`src/rtl/srv_pkg.sv`:
```
package srv_pkg;
  localparam int unsigned SRV_DEF_PREGS   = 32;
  localparam int unsigned SRV_DEF_NSRC    = 2;
  localparam int unsigned SRV_DEF_TIMEOUT = 12;

  // Head-timer condition: waiting on an incomplete long-latency load
  typedef enum logic [0:0] {
    HD_IDLE = 1'b0,
    HD_WAIT = 1'b1
  } hd_state_e;
endpackage

```
`src/rtl/srv_src_check.sv`:
```
module srv_src_check #(
  parameter int unsigned NUM_PREGS = 32,
  parameter int unsigned NSRC      = 2,
  localparam int unsigned IDXW     = $clog2(NUM_PREGS)
) (
  input  logic                 req,
  input  logic [NSRC-1:0]      src_en,
  input  logic [NSRC*IDXW-1:0] src,
  input  logic [NUM_PREGS-1:0] valid,
  output logic                 suppress
);
  logic [NSRC-1:0] bad;

  for (genvar i = 0; i < NSRC; i++) begin : g_src
    always_comb begin
      bad[i] = src_en[i] & ~valid[src[i*IDXW +: IDXW]];
    end
  end

  always_comb begin
    suppress = req & (|bad);
  end
endmodule

```
`src/rtl/srv_valid_file.sv`:
```
module srv_valid_file #(
  parameter int unsigned NUM_PREGS = 32,
  localparam int unsigned IDXW     = $clog2(NUM_PREGS)
) (
  input  logic                 clk,
  input  logic                 rst_n,
  input  logic                 flash_clr,
  input  logic                 set_en,
  input  logic [IDXW-1:0]      set_idx,
  input  logic                 set_val,
  input  logic                 kill_en,
  input  logic [IDXW-1:0]      kill_idx,
  output logic [NUM_PREGS-1:0] valid
);
  logic [NUM_PREGS-1:0] valid_q, valid_d;
  logic                 upd_en;

  always_comb begin
    valid_d = valid_q;
    if (set_en)    valid_d[set_idx]  = set_val;
    if (kill_en)   valid_d[kill_idx] = 1'b0;   // forced retirement wins
    if (flash_clr) valid_d = '0;               // mode entry wins over all
    upd_en = flash_clr | set_en | kill_en;
  end

  always_ff @(posedge clk or negedge rst_n) begin
    if (!rst_n)      valid_q <= '0;
    else if (upd_en) valid_q <= valid_d;
  end

  assign valid = valid_q;

  AST_FLASH_CLEAR: assert property (@(posedge clk) disable iff (!rst_n)
    flash_clr |=> (valid_q == '0));

  AST_KILL_INVAL: assert property (@(posedge clk) disable iff (!rst_n)
    kill_en |=> !valid_q[$past(kill_idx)]);

  AST_SET_TAKES: assert property (@(posedge clk) disable iff (!rst_n)
    (set_en && !flash_clr && !(kill_en && kill_idx == set_idx))
      |=> (valid_q[$past(set_idx)] == $past(set_val)));

  AST_KILL_WINS: assert property (@(posedge clk) disable iff (!rst_n)
    (set_en && set_val && kill_en && kill_idx == set_idx)
      |=> !valid_q[$past(set_idx)]);
endmodule

```
`src/rtl/srv_head_timer.sv`:
```
module srv_head_timer
  import srv_pkg::*;
#(
  parameter int unsigned TIMEOUT = SRV_DEF_TIMEOUT,
  localparam int unsigned CW     = $clog2(TIMEOUT + 1)
) (
  input  logic clk,
  input  logic rst_n,
  input  logic head_vld,
  input  logic head_new,
  input  logic head_ll,
  input  logic head_done,
  output logic fire
);
  localparam logic [CW-1:0] LIMIT = CW'(TIMEOUT - 1);

  hd_state_e     cond;
  logic [CW-1:0] cnt_q, cnt_d;
  logic          cnt_en;

  always_comb begin
    cond   = (head_vld & head_ll & ~head_done) ? HD_WAIT : HD_IDLE;
    fire   = (cond == HD_WAIT) & ~head_new & (cnt_q == LIMIT);
    cnt_en = 1'b1;
    if (head_new || fire || cond == HD_IDLE) begin
      cnt_d  = '0;
      cnt_en = (cnt_q != '0);
    end else begin
      cnt_d = cnt_q + 1'b1;
    end
  end

  always_ff @(posedge clk or negedge rst_n) begin
    if (!rst_n)      cnt_q <= '0;
    else if (cnt_en) cnt_q <= cnt_d;
  end

  AST_FIRE_PULSE: assert property (@(posedge clk) disable iff (!rst_n)
    fire |=> !fire);

  AST_FIRE_NEEDS_WAIT: assert property (@(posedge clk) disable iff (!rst_n)
    fire |-> (head_vld && head_ll && !head_done));
endmodule

```
`src/rtl/spec_reg_validity.sv`:
```
module spec_reg_validity
  import srv_pkg::*;
#(
  parameter int unsigned NUM_PREGS = SRV_DEF_PREGS,
  parameter int unsigned NSRC      = SRV_DEF_NSRC,
  parameter int unsigned TIMEOUT   = SRV_DEF_TIMEOUT,
  localparam int unsigned IDXW     = $clog2(NUM_PREGS)
) (
  input  logic                 clk,
  input  logic                 rst_n,
  input  logic                 mode_enter,
  input  logic                 iss_req,
  input  logic [NSRC-1:0]      iss_src_en,
  input  logic [NSRC*IDXW-1:0] iss_src,
  input  logic                 iss_dst_en,
  input  logic [IDXW-1:0]      iss_dst,
  output logic                 iss_suppress,
  input  logic                 head_vld,
  input  logic                 head_new,
  input  logic                 head_ll,
  input  logic                 head_done,
  input  logic [IDXW-1:0]      head_dst,
  output logic                 force_retire,
  output logic [NUM_PREGS-1:0] reg_valid
);
  // Reset: asserted asynchronously, released on a clock edge
  logic [1:0] rst_sync_q;
  logic       rst_core_n;

  always_ff @(posedge clk or negedge rst_n) begin
    if (!rst_n) rst_sync_q <= 2'b00;
    else        rst_sync_q <= {rst_sync_q[0], 1'b1};
  end
  assign rst_core_n = rst_sync_q[1];

  logic set_en;

  assign set_en = iss_req & iss_dst_en;

  srv_src_check #(.NUM_PREGS(NUM_PREGS), .NSRC(NSRC)) u_chk (
    .req      (iss_req),
    .src_en   (iss_src_en),
    .src      (iss_src),
    .valid    (reg_valid),
    .suppress (iss_suppress)
  );

  srv_head_timer #(.TIMEOUT(TIMEOUT)) u_tmr (
    .clk       (clk),
    .rst_n     (rst_core_n),
    .head_vld  (head_vld),
    .head_new  (head_new),
    .head_ll   (head_ll),
    .head_done (head_done),
    .fire      (force_retire)
  );

  srv_valid_file #(.NUM_PREGS(NUM_PREGS)) u_vf (
    .clk       (clk),
    .rst_n     (rst_core_n),
    .flash_clr (mode_enter),
    .set_en    (set_en),
    .set_idx   (iss_dst),
    .set_val   (~iss_suppress),
    .kill_en   (force_retire),
    .kill_idx  (head_dst),
    .valid     (reg_valid)
  );

  AST_LOADIMM_VALID: assert property (@(posedge clk) disable iff (!rst_core_n)
    (set_en && iss_src_en == '0 && !mode_enter && !force_retire)
      |=> reg_valid[$past(iss_dst)]);

  AST_SUPPRESS_DST: assert property (@(posedge clk) disable iff (!rst_core_n)
    (set_en && iss_suppress) |=> !reg_valid[$past(iss_dst)]);
endmodule

```
`config.mk`:
```
export PLATFORM = sky130hd
export DESIGN_NAME = spec_reg_validity
export DESIGN_NICKNAME = d
export VERILOG_FILES = /design/src/rtl/srv_pkg.sv /design/src/rtl/srv_src_check.sv /design/src/rtl/srv_valid_file.sv /design/src/rtl/srv_head_timer.sv /design/src/rtl/spec_reg_validity.sv
export SDC_FILE = /design/constraint.sdc
export NUM_CORES = 1
export LEC_CHECK = 0
export ABC_AREA = 1
export BUFFER_PORTS_ARGS = -buffer_cell sky130_fd_sc_hd__buf_2
export CAP_MARGIN = 15
export CELL_PAD_IN_SITES_DETAIL_PLACEMENT = 1
export CELL_PAD_IN_SITES_GLOBAL_PLACEMENT = 2
export CORE_ASPECT_RATIO = 0.9
export CORE_UTILIZATION = 32
export CTS_CLUSTER_DIAMETER = 100
export DETAILED_ROUTE_END_ITERATION = 12
export GPL_ROUTABILITY_DRIVEN = 0
export PLACE_DENSITY_LB_ADDON = 0.25
export SLEW_MARGIN = 20
export SYNTH_ARGS = -nofsm -noshare
export SYNTH_HDL_FRONTEND = slang
export SYNTH_SLANG_ARGS = --single-unit
```
`constraint.sdc`:
```
create_clock -name clk -period 2.7 [get_ports clk]
set_input_delay 0.405 -clock clk [delete_from_list [all_inputs] [get_ports clk]]
set_output_delay 0.405 -clock clk [all_outputs]
set_load 0.01 [all_outputs]
```
==> flow_summary.yaml, run 1 <==
worst_setup_path:
  endpoint_kind: "output port"
  critical_path_required_ps: 2300
  critPathSlowestCell: "sky130_fd_sc_hd__inv_1"
  worst-endpoint-arrival_ps: 2020
  critical_path.top_delay_family: "buffers and inverters"
  start_kind: "input pin"
  cpPeakStageDelay_ps: 380
  criticalPathCategory: "in -> out"
  crit_path_buffers_inverters: 3
  maximum_fanout_count_along_the_critical_path: 20
  crit_path_cell_trace: "buf_2 -> inv_1 -> nand2_1 -> nand3_1 -> nand3_1 -> nand3_1 -> nand2_1 -> nand2_1 -> nand3_2 -> a21boi_0 -> buf_2"
placement:
  buffer_ports.inserted: 64
  detailedPlace.worstSlack_ps: 299.8
  place_hpwl_um: 9455
synthesis:
  synth-seq-area-share_pct: 28.21
  synth_warnings: 0
  yosysUniqueCellTypes: 34
  yosysTopAreaCellShare_pct: 28.21
  syn_inst: 528
  synth_edf_count: 0
  synthesis.area_per_instance_um2: 6.384
  yosys-top-cells-count: "177 x sky130_fd_sc_hd__nand2_1, 72 x sky130_fd_sc_hd__inv_1, 70 x sky130_fd_sc_hd__nand3_1"
  ys.flop_type: "sky130_fd_sc_hd__dfrtp_1"
  synthesized_net_count: 561
  post-synth-top-count-cell: "sky130_fd_sc_hd__nand2_1"
  synth_async_sr_flop_share_pct: 100.0
  synth-seq-cells: 38
  ys_top_cells_by_area: "sky130_fd_sc_hd__dfrtp_1 28%, sky130_fd_sc_hd__nand2_1 20%, sky130_fd_sc_hd__nand3_1 10%, sky130_fd_sc_hd__inv_1 8.0%, sky130_fd_sc_hd__nand3_2 6.5%"
  syn-cell-area_um2: 3371
  synthDominantAreaCellType: "sky130_fd_sc_hd__dfrtp_1"
sta:
  final_period_minus_worst_setup_slack_ps: 2427
  max_slew_margin_pct: 50.04
  report.final.hold_viol_count: 0
  final.setup.worst_slack_ps: 273.1
  timing.final.max_slew_violations: 0
  worst-slew-pin-transition_ps: 746.1
  timing.fmax_mhz: 412.0
  tns_ps: 0
  grt_setup_unrepaired: "no"
  worst_clock_skew_ps: 8.408
  final-setup-viol-count: 0
  post-route-period-util_pct: 89.88
drt:
  final_antenna_violating_net_count: 0
  detailedRoute.firstPassIterationCount: 4
  route.vias.total: 3679
  avgViaCountPerCell: 5.131
  totalWireLength_um: 12410
  wl_per_cell_um: 17.30
  drt-initial-drc-count: 175
  drc: 0
clocking:
  path_clk_slew_ps: 60
  cts.htree.levels: 2
  cts_repair_resize_count: 0
  worstSkewPairLatency_ps: 300
  cts-hold-fix-buffers: 1
  cts_tree: "done"
  clock_path_buffers: 2
  postCtsSetupBuffers: 0
  cts_buffers: 5
  clock_sink_count: 38
  clockRootBuffer: "sky130_fd_sc_hd__clkbuf_16"
floorplan:
  io-pin-count: 65
  die_w_um: 110.2
  die_area_um2: 10950
  die_height_um: 99.37
  initial_util_pct: 32.89
  fp-row-count: 35
  placeableCoreArea_um2: 10250
layout:
  area_growth_syn_to_layout_pct: 17.59
  layout-drive-gt1-share_pct: 19.73
  antenna_cells: 0
  final_nets: 620
global_routing:
  grt_util_all_layers_pct: 24.67
  largest_net_degree_at_the_start_of_global_routing: 34
  grt_antenna_before_repair: 0
  grt_first_pass_wirelength_um: 20210
  grt_remaining_overflow: 0
  grt_pass1_vias: 3793
power_and_ir_drop:
  ir_drop_v: 0.0003041
  powerDensity_nw_per_um2: 435.8
  power_leakage_nw: 2.031
worst_hold_path:
  hold_path_class: "reg -> async"
job:
  timing.max_cap.violations: 0
run_status:
  outcome: "finished clean"
sequential cells by signal (all words and copies together) (netlist names):
name,count
u_vf.valid,32
rst_sync_q,2
u_tmr.cnt_q,4
worst paths after layout:
check	from	end	slack, ps	cells after the start
max reg2reg	u_tmr.cnt_q[1]$_DFFE_PN0P_	u_vf.valid[3]$_DFFE_PN0P_	700	8
min	rst_sync_q[1]$_DFF_PN0_	u_vf.valid[31]$_DFFE_PN0P_	250	0
max	iss_src[5]	iss_suppress	270	11
min in group clk	rst_sync_q[0]$_DFF_PN0_	rst_sync_q[1]$_DFF_PN0_	350	0
min reg2reg	rst_sync_q[1]$_DFF_PN0_	u_vf.valid[31]$_DFFE_PN0P_	250	0
max in group asynchronous	rst_sync_q[1]$_DFF_PN0_	u_vf.valid[4]$_DFFE_PN0P_	1680	1
cells by family (layout without fill, tap and decap cells):
family | Yosys count | in the layout | synth area share, %
adders and majority gates | 2 | 2 | 0.7423
DFF | 38 | 38 | 28.21
other | 1 | 1 | 0.1113
and+or+nand+nor | 349 | 349 | 47.62
muxes | 1 | 1 | 0.2970
buffers and inverters | 97 | 157 | 13.66
AOI/OAI and AO/OA | 40 | 40 | 9.354
area by class of cell:
| class | count | area [um^2] |
|---|---|---|
| Clock buffer | 6 | 138.9 |
| Timing Repair Buffer | 73 | 402.9 |
| Inverter | 76 | 290.3 |
| Fill cell | 1377 | 6284 |
| Multi-Input combinational cell | 393 | 1959 |
| Sequential cell | 38 | 950.9 |
| Tap cell | 129 | 161.4 |
| Clock inverter | 2 | 60.06 |
worst register-to-register path: cells and delay by family (launching register included):
family | cells | cell delay, ps
adders and majority gates | 1 | 170
AOI/OAI and AO/OA | 1 | 170
DFF | 1 | 380
and+or+nand+nor | 6 | 1160
per-stage QoR:
step | util, % | area [um^2] | hold slack [ps] | power, mW | instances
2_1_floorplan | - | 3371 | 109.4 | 0.8400 | 528
3_3_place_gp | 36.64 | 3755 | 191.9 | 0.9234 | 708
3_5_place_dp | 36.64 | 3755 | 192.4 | 0.9311 | 708
4_1_cts | 38.68 | 3964 | 280.5 | 1.751 | 717
5_1_grt | 38.68 | 3964 | 316.6 | 1.807 | 717
6_report | 38.68 | 3964 | 253.9 | 1.727 | 717
routing by layer:
layer	share of wire (%)	up-vias	track usage, %
li1	-	1817	-
met1	45	1762	32.96
met2	49	85	40.77
met3	4.6	15	3.866
met4	1.7	0	7.389
met5	0	-	0
placed cells by master (no fill, tap or decap):
cell type and count:
sky130_fd_sc_hd__ha_1 2, sky130_fd_sc_hd__o211ai_2 3, sky130_fd_sc_hd__nor2_1 52, sky130_fd_sc_hd__nand2_4 1, sky130_fd_sc_hd__nor3_2 3, sky130_fd_sc_hd__nand3_2 22, sky130_fd_sc_hd__clkbuf_8 1, sky130_fd_sc_hd__mux2i_1 1
sky130_fd_sc_hd__buf_2 64, sky130_fd_sc_hd__clkbuf_16 5, sky130_fd_sc_hd__bufinv_16 2, sky130_fd_sc_hd__inv_2 3, sky130_fd_sc_hd__a211oi_1 20, sky130_fd_sc_hd__a21boi_0 1, sky130_fd_sc_hd__nor3b_2 1, sky130_fd_sc_hd__nand2_2 1
sky130_fd_sc_hd__o22ai_1 1, sky130_fd_sc_hd__conb_1 1, sky130_fd_sc_hd__nand2_1 177, sky130_fd_sc_hd__dlygate4sd3_1 1, sky130_fd_sc_hd__o211ai_1 1, sky130_fd_sc_hd__or2_2 1, sky130_fd_sc_hd__nor3_1 18, sky130_fd_sc_hd__inv_6 1
sky130_fd_sc_hd__nand3_1 70, sky130_fd_sc_hd__buf_12 1, sky130_fd_sc_hd__dfrtp_1 38, sky130_fd_sc_hd__nor4_1 1, sky130_fd_sc_hd__a21oi_1 3, sky130_fd_sc_hd__a221oi_1 9, sky130_fd_sc_hd__o21ai_0 1, sky130_fd_sc_hd__buf_4 7
sky130_fd_sc_hd__inv_1 72, sky130_fd_sc_hd__nand4_1 2, sky130_fd_sc_hd__o21a_1 1
power by group:
group	internal [mW]	total, mW	switching, mW
logic	0.0975	0.314	0.217
clock network	0.555	0.809	0.254
registers	0.586	0.604	0.0187
(Power assumes the default switching activity.)
==> inputs of run 2 (changes only) <==
- CORE_UTILIZATION: 32 -> 31
- SLEW_MARGIN: 20 -> 10
- SYNTH_HIERARCHICAL: unset -> 1
==> run 2 against run 1 <==
Fmax rose by 7.4%. Combinational power grew 13%. Clock skew down 5.5 ps. Critical path depth did not move.
==> flow_summary.yaml, run 2 <==
run_status:
  outcome: "finished clean"
sta:
  max_slew_margin_pct: 55.64
  final_period_minus_worst_setup_slack_ps: 2260
  worst_clock_skew_ps: 2.923
  timing.final.max_slew_violations: 0
  tns_ps: 0
  grt_setup_unrepaired: "no"
  timing.fmax_mhz: 442.4
  worst-slew-pin-transition_ps: 662.9
  fin_worst_hold_slack_ps: 311.9
  report.final.hold_viol_count: 0
  post-route-period-util_pct: 83.71
  final-setup-viol-count: 0
drt:
  drc: 0
  wl_per_cell_um: 16.40
  final_antenna_violating_net_count: 0
  detailedRoute.firstPassIterationCount: 5
  route.vias.total: 3981
  avgViaCountPerCell: 5.065
  totalWireLength_um: 12890
  drt-initial-drc-count: 258
layout:
  largest_register_ffs: 32
  antenna_cells: 0
  area_growth_syn_to_layout_pct: 16.18
  filler_cell_count: 1479
  layout-drive-gt1-share_pct: 15.93
  final_nets: 685
  most_common_cell_after_layout_fill_and_taps_aside: "sky130_fd_sc_hd__nand2_1"
  post-route-cell-area_um2: 4006
  mostFrequentLayoutCells: "200 x sky130_fd_sc_hd__nand2_1, 131 x sky130_fd_sc_hd__nand3_1, 86 x sky130_fd_sc_hd__inv_1"
synthesis:
  synthesized_net_count: 628
  synth-seq-area-share_pct: 27.58
  yosys.area_share.adder_pct: 0.7257
  synth_async_sr_flop_share_pct: 100.0
  synth-seq-cells: 38
  synth_edf_count: 0
  synthesis.area_per_instance_um2: 5.795
  ys_top_cells_by_area: "sky130_fd_sc_hd__dfrtp_1 28%, sky130_fd_sc_hd__nand2_1 22%, sky130_fd_sc_hd__nand3_1 19%, sky130_fd_sc_hd__inv_1 9.4%, sky130_fd_sc_hd__nor2_1 8.2%"
  yosysUniqueCellTypes: 27
  post_synthesis_mux_area_share_pct: 0
  synth_xor_xnor_area_share_pct: 0.2540
  synth_warnings: 6
  yosysTopAreaCellShare_pct: 27.58
  synthDominantAreaCellType: "sky130_fd_sc_hd__dfrtp_1"
  yosys-top-cells-count: "200 x sky130_fd_sc_hd__nand2_1, 131 x sky130_fd_sc_hd__nand3_1, 86 x sky130_fd_sc_hd__inv_1"
  syn_inst: 595
  ys.flop_type: "sky130_fd_sc_hd__dfrtp_1"
  synth_compound_area_share_pct: 2.576
  synthSimpleGateAreaFrac_pct: 54.25
  dominant_combinational_cell_family_by_area_after_synthesis: "simple AND/OR/NAND/NOR gates"
  post-synth-top-count-cell: "sky130_fd_sc_hd__nand2_1"
  syn-cell-area_um2: 3448
clocking:
  clockRootBuffer: "sky130_fd_sc_hd__clkbuf_16"
  worstSkewPairLatency_ps: 280
  cts_tree: "done"
  clock_sink_count: 38
  path_clk_slew_ps: 60
  cts.htree.levels: 2
  postCtsSetupBuffers: 0
  clock_path_buffers: 2
  cts_buffers: 5
  cts_repair_resize_count: 0
global_routing:
  grt_remaining_overflow: 0
  grt_antenna_before_repair: 0
  gr-usage-met2_pct: 40.25
  grt_first_pass_wirelength_um: 21200
  largest_net_degree_at_the_start_of_global_routing: 37
  grt_util_all_layers_pct: 23.77
  gr-usage-met3_pct: 2.966
  grt.met1_usage_pct: 32.45
  grt_pass1_vias: 4047
  grt_most_used_layer: "met2"
worst_setup_path:
  cpPeakStageDelay_ps: 350
  crit_path_cell_trace: "buf_2 -> inv_1 -> nand2_1 -> nand3_1 -> nand3_1 -> nand3_1 -> nand2_1 -> nand2_2 -> nand3_2 -> a21oi_2 -> buf_2"
  endpoint_kind: "output port"
  start_kind: "input pin"
  reg_to_reg_end: "u_vf/valid[6]$_DFFE_PN0P_"
  critPathSlowestCell: "sky130_fd_sc_hd__inv_1"
  timing.critical_path.from: "iss_src[5]"
  critical_path_required_ps: 2300
  worst-endpoint-arrival_ps: 1860
  crit_top_cell: "sky130_fd_sc_hd__nand3_1"
  criticalPathCategory: "in -> out"
  reg2reg_from: "u_tmr/cnt_q[0]$_DFFE_PN0P_"
  crit_path_to: "iss_suppress"
  ff2ff_path_depth: 8
  reg2reg_setup_slack_ps: 540
  maximum_fanout_count_along_the_critical_path: 13
floorplan:
  initial_util_pct: 31.90
  placeableCoreArea_um2: 10810
  die_height_um: 102.1
  die_w_um: 113.2
  die_area_um2: 11550
  fp-row-count: 36
  io-pin-count: 65
power_and_ir_drop:
  power_leakage_nw: 2.221
  powerDensity_nw_per_um2: 393.0
  ir_drop_v: 0.0002716
placement:
  buffer_ports.inserted: 64
  detailed_place.area_um2: 3849
  place_hpwl_um: 9756
job:
  timing.max_cap.violations: 0
worst_hold_path:
  hold_path_class: "reg -> async"
==> run 2: cell types whose count changed after synthesis, moves of 9 or more <==
cell	previous run	this run
sky130_fd_sc_hd__a221oi_1	9	0
sky130_fd_sc_hd__inv_1	72	86
sky130_fd_sc_hd__nor3_1	18	0
sky130_fd_sc_hd__a211oi_1	20	0
sky130_fd_sc_hd__nand3_1	70	131
sky130_fd_sc_hd__nor2_1	52	75
sky130_fd_sc_hd__nand2_1	177	200
sky130_fd_sc_hd__nand3_2	22	2
==> run 2: power by group <==
| part | internal [mW] | switching [mW] | total, mW | leakage (nW) |
|---|---|---|---|---|
| Sequential | 0.587 | 0.0232 | 0.610 | 0.525 |
| Combinational | 0.113 | 0.241 | 0.354 | 1.62 |
| Clock | 0.367 | 0.243 | 0.610 | 0.0739 |
| Total | 1.07 | 0.507 | 1.57 | 2.22 |
==> run 2: logic make-up after synthesis <==
family | after synthesis
simple gates | 426
xor+xnor | 1
buf+inv | 116
other cells | 1
fa+ha+maj | 2
compound gates | 11
flops | 38
==> run 2: worst min path at each step <==
stage,slack [ps],end,cells after the start
after floorplan,110,rst_sync_q[0]$_DFF_PN0_,0
after global placement,190,rst_sync_q[0]$_DFF_PN0_,1
after detailed placement,190,rst_sync_q[0]$_DFF_PN0_,1
after CTS,340,u_vf/valid[29]$_DFFE_PN0P_,1
after global routing,360,rst_sync_q[1]$_DFF_PN0_,0
final,310,u_vf/valid[30]$_DFFE_PN0P_,1
==> run 2: critical path, delay by kind of cell <==
kind / cells / cell delay (ps)
AND/OR/NAND/NOR: 7 / 610
AO/OA/AOI/OAI: 1 / 160
buffers and inverters: 3 / 680
==> run 2: layer usage <==
layer	share of wire [%]	vias up
li1	-	1946
met2	47	86
met5	0	-
met4	1.9	0
met1	47	1934
met3	4.3	15
==> run 2: through the flow <==
step / util, % / total power, mW / setup WS, ps / std cells
2_1_floorplan: - / 0.8473 / 637.2 / 595
3_3_place_gp: 35.60 / 0.9580 / 265.9 / 777
3_5_place_dp: 35.60 / 0.9732 / 258.9 / 777
4_1_cts: 37.06 / 1.594 / 458.5 / 786
5_1_grt: 37.06 / 1.658 / 304.4 / 786
6_report: 37.06 / 1.574 / 439.8 / 786
==> run 2: cell type report <==
class / instances / area [um^2] / area share [%]
Inverter: 95 / 356.6 / 8.901
Multi-Input combinational cell: 441 / 1997 / 49.84
Sequential cell: 38 / 950.9 / 23.74
Clock buffer: 7 / 142.6 / 3.560
Timing Repair Buffer: 71 / 387.9 / 9.681
Clock inverter: 1 / 5.005 / 0.1249
Tap cell: 133 / 166.4 / 4.154
==> run 2: timing repair <==
| item | 4_1_cts | 5_1_grt |
|---|---|---|
| setup endpoints to repair | 0 | 0 |
| endpoints found under the hold margin | 2 | 0 |
| hold buffers | 1 | 0 |
==> inputs of run 3 (changes only) <==
- ABC_AREA: 1 -> 0
- CORE_UTILIZATION: 31 -> 30
- clock period: 2.7 -> 1.85 ns (I/O delays scaled with it)
==> run 3 against run 2 <==
The run now ends with negative setup slack left. Flip-flop and latch count is the same. Non-clock buffer count grew 92. Die area is 10% lower. Sequential power rose by 41%. Clock-buffer cell count unchanged. Utilization increased by 9.8 points. Wire length fell by 3.6%. Clock skew up 7.4 ps. Register-to-register slack got worse by 1200 ps. Setup slack worse by 1100 ps. First-iteration DRC count is 26% lower. Cell area grew 13%. Largest power group unchanged.
==> flow_summary.yaml, run 3 <==
worst_setup_path:
  worst-endpoint-arrival_ps: 2650
  reg2reg_setup_slack_ps: -630
  crit_path_buffers_inverters: 4
  critical_path.top_delay_family: "compound AO/OA/AOI/OAI gates"
  start_kind: "flop"
  cpPeakStageDelay_ps: 480
  critical_path_required_ps: 2020
  crit_path_cell_trace: "mux4_2 -> mux2i_1 -> o21ai_1 -> a2111oi_2 -> a21o_1 -> inv_4 -> buf_4 -> buf_6 -> buf_6 -> o31ai_2 -> a221oi_1"
  ff2ff_path_depth: 11
  reg2reg_from: "u_vf/valid[7]$_DFFE_PN0P_"
  maximum_fanout_count_along_the_critical_path: 6
  cell_depth_of_the_worst_setup_path: 11
  endpoint_kind: "flop"
  critPathSlowestCell: "sky130_fd_sc_hd__mux4_2"
  crit_top_cell: "sky130_fd_sc_hd__buf_6"
  reg_to_reg_end: "u_vf/valid[13]$_DFFE_PN0P_"
  criticalPathCategory: "reg -> reg"
drt:
  wl_met2_um: 6043
  avgViaCountPerCell: 5.592
  drc: 0
  drt-initial-drc-count: 190
  totalWireLength_um: 12430
  met3_wl_um: 566
  final_antenna_violating_net_count: 0
  drt-met1-wl_um: 5595
  route.vias.total: 3288
  wl_per_cell_um: 21.14
  top_layer_used: "met4"
  detailedRoute.firstPassIterationCount: 4
placement:
  placed_cells: 566
  detailedPlace.worstSlack_ps: -828.6
  place_hpwl_um: 9205
  detailed_place.area_um2: 4016
  buffer_ports.inserted: 64
sta:
  timing.fmax_mhz: 403.5
  max_slew_margin_pct: 27.27
  report.final.hold_viol_count: 0
  post-route-period-util_pct: 134.0
  worst_clock_skew_ps: 10.35
  worst-slew-pin-transition_ps: 1089
  final_period_minus_worst_setup_slack_ps: 2479
  timing.final.max_slew_violations: 0
  final.setup.worst_slack_ps: -628.5
  final-setup-viol-count: 33
  grt_setup_unrepaired: "yes"
  tns_ps: -18860
synthesis:
  post-synth-top-count-cell: "sky130_fd_sc_hd__dfrtp_1"
  syn-cell-area_um2: 2985
  synth_async_sr_flop_share_pct: 100.0
  synth_edf_count: 0
  synthesized_net_count: 348
  yosysUniqueCellTypes: 58
  synthDominantAreaCellType: "sky130_fd_sc_hd__dfrtp_1"
  yosysTopAreaCellShare_pct: 31.85
  ys_top_cells_by_area: "sky130_fd_sc_hd__dfrtp_1 32%, sky130_fd_sc_hd__mux4_2 9.1%, sky130_fd_sc_hd__a221oi_1 7.3%, sky130_fd_sc_hd__a21oi_1 4.9%, sky130_fd_sc_hd__o21ai_1 4.9%"
  synthesis.area_per_instance_um2: 9.477
  synth-seq-area-share_pct: 31.85
  syn_inst: 315
  synth_warnings: 6
  ys.flop_type: "sky130_fd_sc_hd__dfrtp_1"
  yosys-top-cells-count: "38 x sky130_fd_sc_hd__dfrtp_1, 34 x sky130_fd_sc_hd__nand2_1, 29 x sky130_fd_sc_hd__a21oi_1, 29 x sky130_fd_sc_hd__o21ai_1, 25 x sky130_fd_sc_hd__a221oi_1"
  synth-seq-cells: 38
clocking:
  cts_buffers: 5
  clock_sink_count: 38
  clockRootBuffer: "sky130_fd_sc_hd__clkbuf_8"
  path_clk_slew_ps: 90
  worstSkewPairLatency_ps: 300
  cts_tree: "done"
  clock_path_buffers: 2
  cts.htree.levels: 2
run_status:
  outcome: "finished, violations left"
  violations_in_the_final_reports: "negative setup slack"
layout:
  post-route-cell-area_um2: 4521
  finish.cell_count_without_fillers: 588
  largest_register_ffs: 32
  most_common_cell_after_layout_fill_and_taps_aside: "sky130_fd_sc_hd__buf_4"
  area_growth_syn_to_layout_pct: 51.43
  layout-drive-gt1-share_pct: 54.33
  final_nets: 494
  antenna_cells: 0
  final_core_util_pct: 46.81
  mostFrequentLayoutCells: "88 x sky130_fd_sc_hd__buf_4, 63 x sky130_fd_sc_hd__buf_2, 34 x sky130_fd_sc_hd__dfrtp_1, 34 x sky130_fd_sc_hd__nand2_1, 29 x sky130_fd_sc_hd__a21oi_1"
global_routing:
  grt_pass1_vias: 3464
  grt_util_all_layers_pct: 24.79
  largest_net_degree_at_the_start_of_global_routing: 37
  grt_remaining_overflow: 0
  grt_antenna_before_repair: 0
  grt_first_pass_wirelength_um: 19440
worst_hold_path:
  hold_path_class: "reg -> async"
floorplan:
  initial_util_pct: 30.91
  die_area_um2: 10350
  fp-row-count: 34
  placeableCoreArea_um2: 9657
  io-pin-count: 65
  die_height_um: 96.64
  die_w_um: 107.2
power_and_ir_drop:
  power_leakage_nw: 2.058
  ir_drop_v: 0.0003899
  powerDensity_nw_per_um2: 444.8
job:
  timing.max_cap.violations: 0
-- run 3: changes by cell type after synthesis, sizes merged, moves of 6 or more --
cell    delta
a221oi    +25
nor2      -68
nand3    -127
nand2    -172
a21oi     +28
a21o       +6
nand2b     +8
o21ai     +32
nand4      +9
mux4      +15
inv       -83
-- run 3: metrics by stage --
step | hold slack, ps | power, mW
floorplan | -18.09 | 1.125
global placement | 64.58 | 1.321
detailed placement | 65.50 | 1.338
CTS | 312.3 | 2.000
global route | 324.8 | 2.098
finish | 305.6 | 2.011
-- run 3: worst max path at each step --
stage | start | endpoint | slack [ps]
after floorplan | u_vf/valid[23]$_DFFE_PN0P_ | u_vf/valid[1]$_DFFE_PN0P_ | -370
after global placement | iss_src[5] | u_vf/valid[29]$_DFFE_PN0P_ | -740
after detailed placement | iss_src[5] | u_vf/valid[29]$_DFFE_PN0P_ | -830
after CTS | u_vf/valid[19]$_DFFE_PN0P_ | u_vf/valid[5]$_DFFE_PN0P_ | -590
after global routing | u_vf/valid[23]$_DFFE_PN0P_ | u_vf/valid[9]$_DFFE_PN0P_ | -760
final | u_vf/valid[7]$_DFFE_PN0P_ | u_vf/valid[13]$_DFFE_PN0P_ | -630
-- run 3: worst reg2reg max path, stage by stage, from the launching register on --
cell                        delay [ps]
sky130_fd_sc_hd__dfrtp_1           420
sky130_fd_sc_hd__mux4_2            490
sky130_fd_sc_hd__mux2i_1           140
sky130_fd_sc_hd__o21ai_1           100
sky130_fd_sc_hd__a2111oi_2         330
sky130_fd_sc_hd__a21o_1            180
sky130_fd_sc_hd__inv_4              70
sky130_fd_sc_hd__buf_4             140
sky130_fd_sc_hd__buf_6             110
sky130_fd_sc_hd__buf_6             110
sky130_fd_sc_hd__o31ai_2           160
sky130_fd_sc_hd__a221oi_1          100
-- run 3: timing repair --
| action | CTS | global route |
|---|---|---|
| buffers inserted | 7 | 6 |
| hold endpoints to repair | 2 | 0 |
| setup endpoints to repair | 33 | 34 |
| cloned | 0 | 1 |
| resized for setup | 44 | 20 |
| hold buffers | 1 | 0 |
| pin swaps | 26 | 9 |
-- run 3: cell type report --
cell class / instances / area (um^2)
multi-input combinational: 244 / 2135
inverter: 9 / 36.28
clock buffer: 7 / 86.33
tap: 126 / 157.7
sequential: 38 / 955.9
fill: 1126 / 5136
timing repair buffer: 163 / 1145
clock inverter: 1 / 5.005
-- run 3: cells by family after synthesis --
kind of cell	after synthesis	share of synthesized area, %
DFF	38	31.85
adders and majority gates	2	0.8381
xor gates and xnor gates	2	0.5869
other	1	0.1256
muxes	21	13.75
AOI/OAI and AO/OA	103	22.59
buffers and inverters	33	5.993
and+or+nand+nor	115	24.27
-- run 3: report_power, final --
part | leakage, nW | switching (mW) | total [mW] | internal [mW]
Combinational | 1.49 | 0.294 | 0.531 | 0.236
Clock | 0.0482 | 0.317 | 0.619 | 0.301
Sequential | 0.519 | 0.0121 | 0.861 | 0.849
Total | 2.06 | 0.624 | 2.01 | 1.39
-- run 3: routing by layer --
metal	global-route usage [%]	vias to the layer above
li1	-	1512
met1	33.08	1667
met3	4.245	17
met2	40.89	92
met4	7.376	0
met5	0	-
